`src/rtl/misr_bilbo.sv`:
```
module misr_bilbo #(
  parameter int W = 3,
  parameter int NUM_IN = 3,
  parameter logic [W-1:0] TAPS = 3'b100,
  parameter logic [W-1:0] SEED = 3'b001
) (
  input  logic              clk,
  input  logic              rst,
  input  logic              gen_mode,
  input  logic              en,
  input  logic [NUM_IN-1:0] din,
  output logic [W-1:0]      sig
);

  logic [W-1:0] inj;
  logic [W-1:0] nxt;
  logic         fb;

  assign fb = sig[W-1];

  for (genvar k = 0; k < W; k++) begin : g_stage
    if (k < NUM_IN) begin : g_in
      assign inj[k] = din[k] & ~gen_mode;
    end else begin : g_noin
      assign inj[k] = 1'b0;
    end
    if (k == 0) begin : g_first
      assign nxt[k] = fb ^ inj[k];
    end else begin : g_rest
      assign nxt[k] = sig[k-1] ^ (TAPS[k] & fb) ^ inj[k];
    end
  end

  always_ff @(posedge clk) begin
    if (rst)     sig <= gen_mode ? SEED : '0;
    else if (en) sig <= nxt;
  end

endmodule


```
`config.mk`:
```
export PLATFORM = sky130hd
export DESIGN_NAME = misr_bilbo
export DESIGN_NICKNAME = d
export VERILOG_FILES = /design/src/rtl/misr_bilbo.sv
export SDC_FILE = /design/constraint.sdc
export NUM_CORES = 1
export LEC_CHECK = 0
export BUFFER_PORTS_ARGS = -buffer_cell sky130_fd_sc_hd__buf_2
export CORE_AREA = 8 8 45 47
export CTS_CLUSTER_SIZE = 10
export DETAILED_ROUTE_END_ITERATION = 8
export DIE_AREA = 0 0 53 55
export GPL_ROUTABILITY_DRIVEN = 0
export SLEW_MARGIN = 30
export SYNTH_ARGS = -nofsm -noshare
export SYNTH_HDL_FRONTEND = slang
export SYNTH_SLANG_ARGS = --single-unit
```
`constraint.sdc`:
```
create_clock -name clk -period 1.8 [get_ports clk]
set_input_delay 0.18 -clock clk [delete_from_list [all_inputs] [get_ports clk]]
set_output_delay 0.18 -clock clk [all_outputs]
set_load 0.05 [all_outputs]
```
Word level (Yosys, flattened, before mapping)

Cells that the tools add are included.

Logic and storage cells: 13
Flip-flop bits (word level): 3
Output and inout port bits: 3
Input port bits: 7

Reductions and logical operators: 1
Bitwise logic cells: 8
Multiplexer cells: 3

Operator list:

| operator           | count |
|---|---|
| 2-to-1 mux 3 bit   | 2 |
| XOR 1 bit          | 4 |
| bitwise AND 1 bit  | 3 |
| nonzero test 2 bit | 1 |
| 2-to-1 mux 1 bit   | 1 |
| NOT 1 bit          | 1 |

Logic depth before layout (Yosys ltp)

Depth after elaboration: 5
Mapped depth: 3
Depth with buffers taken out: 3

Least setup slack after synthesis

No wires, ideal clock.

Path kind: flip-flop to flip-flop
Start: register sig[2]
End: register sig[2] (data pin)
Required time: 1546 ps
Stages on the path, launching flop included: 4
Data arrival time: 1078 ps
Setup slack: 468 ps
Path buffers: 0
Clock period less this slack: 1332 ps
Library setup time: 254 ps
Cells stage by stage: edfxtp_1 -> xor2_1 -> xnor2_1 -> nor2_1

Cells in the longest elaborated chain, start to end: 4

RTL lines:

| element                | RTL line | RTL |
|---|---|---|
| start, declared        | 12       | `output logic [W-1:0] sig` |
| start signal, assigned | 35       | `if (rst) sig <= gen_mode ? SEED : '0;` |
| start signal, assigned | 36       | `else if (en) sig <= nxt;` |
| XOR 1 bit (2 in a row) | 30       | `assign nxt[k] = sig[k-1] ^ (TAPS[k] & fb) ^ inj[k];` |
| 2-to-1 mux 3 bit       | 36       |  |
| 2-to-1 mux 3 bit       | 35       |  |

Every way passes these cells. The select of a mux whose other input is x is not followed.
A chain may end at the register's enable or synchronous reset.

Final worst setup path

Start: register sig[2]
End: output sig[2]

No word-level cell between the ends.

==> metrics.txt <==
final worst-path cycle share 60.9%; CP required 1.62 ns; Critical R2R Capture sig[2]; Max-slew headroom 83.2%; half-perimeter wire length after placement roughly 320 um; Synth Flop Type edfxtp_1; worst-path cell chain buf_2; FF-to-FF Start sig[2]; Final nets 35; layout cells sized above 1 48.1%; register area share after synthesis approximately 55%; GRT overflow 0; Antenna Nets Post-Route 0; Area growth, synth to finish 55.7%; Setup Fix Bufs, Post-CTS 0; number of H-tree levels 1; Setup crit start kind register; Die Span Y ~55 um; flops & latches, synth 3; Initial Utilization 11.8%; CP Max Fanout 4; Comb power frac 27.9%; Syn Inst Count 14; share of synthesized registers carrying an async set or reset 0%; post-synthesis average cell area around 12 um^2; footprint of the multi-input gates ~74 um^2; TritonCTS clock tree done; CTS Hold Bufs 0; worst slew pin tran 0.253 ns; Register Area 90.1 um^2; IR Drop Worst-Case VDD between 0.0003 and 0.0004 V; area leader, netlist edfxtp_1; DRT iter0 DRCs 3; Pre-antenna DRT Iters 2; Hold Path Origin en; Die Wd 53 um; Leak 0.109 nW; P_sw 0.0986 mW; port bufs 9; status finished clean; Routed Wire Length 427 um; FF-to-FF path depth 3; Syn Nets 21; Final Skew about 0.00095 ns; clock root buffer clkbuf_4; EDFF count, synth 3; Clk Latency, worst-skew pair 0.23 ns; Worst R2R Setup Slack 0.70 ns; max cap viols 0; count of warnings emitted by yosys 0; # fillers 154; RSZ-0062 raised after global routing no; vias in the first global route 145; WL per Instance 9.93 um; core box area 1380 um^2; Sw Share 32.8%; GRT Resource Usage Total under 10%; Clk pwr share 39.1%; final-report setup violation count 0; Worst EP arrival 0.92 ns; DRC Markers 0; Int Power between 0.2 and 0.25 mW; die area 2920 um^2; worst path buffer plus inverter count 1; Worst Hold End sig[2]; Syn Std Cell Area around 160 um^2; PostCTS Resize Cnt 0; pre-CTS WS 0.737 ns; largest net degree at the start of global routing 6; I/O pins 10; clock buffer depth 2; post-synth cell types 8; Final WS setup 0.704 ns; clock slew at reported path FFs 0.04 ns; synth cell count leaders edfxtp_1, nor2b_1, nor2_1, xnor2_1; number of max-slew violations in the final report 0; initial antenna violation count 0; Top reg by flops sig; total clock sinks 3; Vias 149; critical path type register to primary output; via/cell ratio 3.47; max reg flops 3; total negative setup slack 0 ns; largest registers sig: 3 flops; post-layout min period 1.10 ns; TritonCTS Buffers 3; critical path's slowest cell edfxtp_1; first-pass GRT wire length between 600 and 700 um; top cells by area, synth edfxtp_1, nor2b_1, xnor2_1, o32a_1, xor2_1; final hold vios 0; max incr delay on CP 0.39 ns; Worst Hold Path Cells 2; P per Cell Area ~1200 nW/um^2; Fmax achieved 0.912 GHz; diodes inserted 0; num rows 14; Sequential Power Share around a third; Worst Hold Class primary input to register; crit-path leading delay family flip-flops; CP endpoint kind primary output; top cell type's share of synthesized area 55.0%
## layout make-up
type | count | share of cell area (%)
sequential | 3 | 35.3
tap | 16 | 7.84
clock buffer | 4 | 10.3
multi-input combinational | 11 | 28.9
timing repair buffer | 9 | 17.6
## kinds of logic after synthesis
family          Yosys count  share of synthesized area, %
simple gates              6                          19.9
flops                     3                          55.0
xor+xnor                  3                          16.0
compound gates            2                          9.16
## through the flow
| stage | area, um^2 | utilization (%) | std cells | hold WS [ns] | total power [mW] |
|---|---|---|---|---|---|
| after detailed placement | 229 | 16.5 | 39 | 0.512 | 0.184 |
| after global placement | 229 | 16.5 | 39 | 0.510 | 0.183 |
| after CTS | 255 | 18.4 | 43 | 0.266 | 0.309 |
| final | 255 | 18.4 | 43 | 0.276 | 0.301 |
| after floorplan | 164 | - | 14 | 0.365 | 0.161 |
| after global routing | 255 | 18.4 | 43 | 0.283 | 0.321 |
## placed cells by master, fill, tap and decap left out, drive strengths merged
master / instances
buf: 9
clkbuf: 4
nor2b: 3
edfxtp: 3
xnor2: 2
nor2: 2
or2: 1
a21oi: 1
o32a: 1
xor2: 1
## worst max-delay path by stage
stage | endpoint | startpoint | cells after the start | slack, ns
final | sig[2] | sig[2] | 1 | 0.70
after global routing | sig[2] | sig[2] | 3 | 0.66
after CTS | sig[2] | sig[2] | 1 | 0.69
after detailed placement | sig[2] | sig[2] | 3 | 0.74
after global placement | sig[2] | sig[2] | 3 | 0.73
after floorplan | sig[2] | sig[2] | 3 | 0.47
## routing by layer
layer / track usage, % / vias up / routed length [um]
li1: - / 75 / -
met1: 3.52 / 64 / 203
met2: 2.73 / 10 / 120
met3: 4.81 / 0 / 102
met4: 5.17 / 0 / 0
met5: 0 / - / 0
## power by group through the flow
stage | Clock (mW) | Combinational, mW | Sequential (mW)
after CTS | 0.124 | 0.0854 | 0.0992
after detailed placement | 0 | 0.0835 | 0.100
after global placement | 0 | 0.0839 | 0.0995
after global routing | 0.132 | 0.0889 | 0.100
after floorplan | 0 | 0.0257 | 0.135
final | 0.118 | 0.0838 | 0.0992
Note: power is estimated with default switching activity, not from simulation.
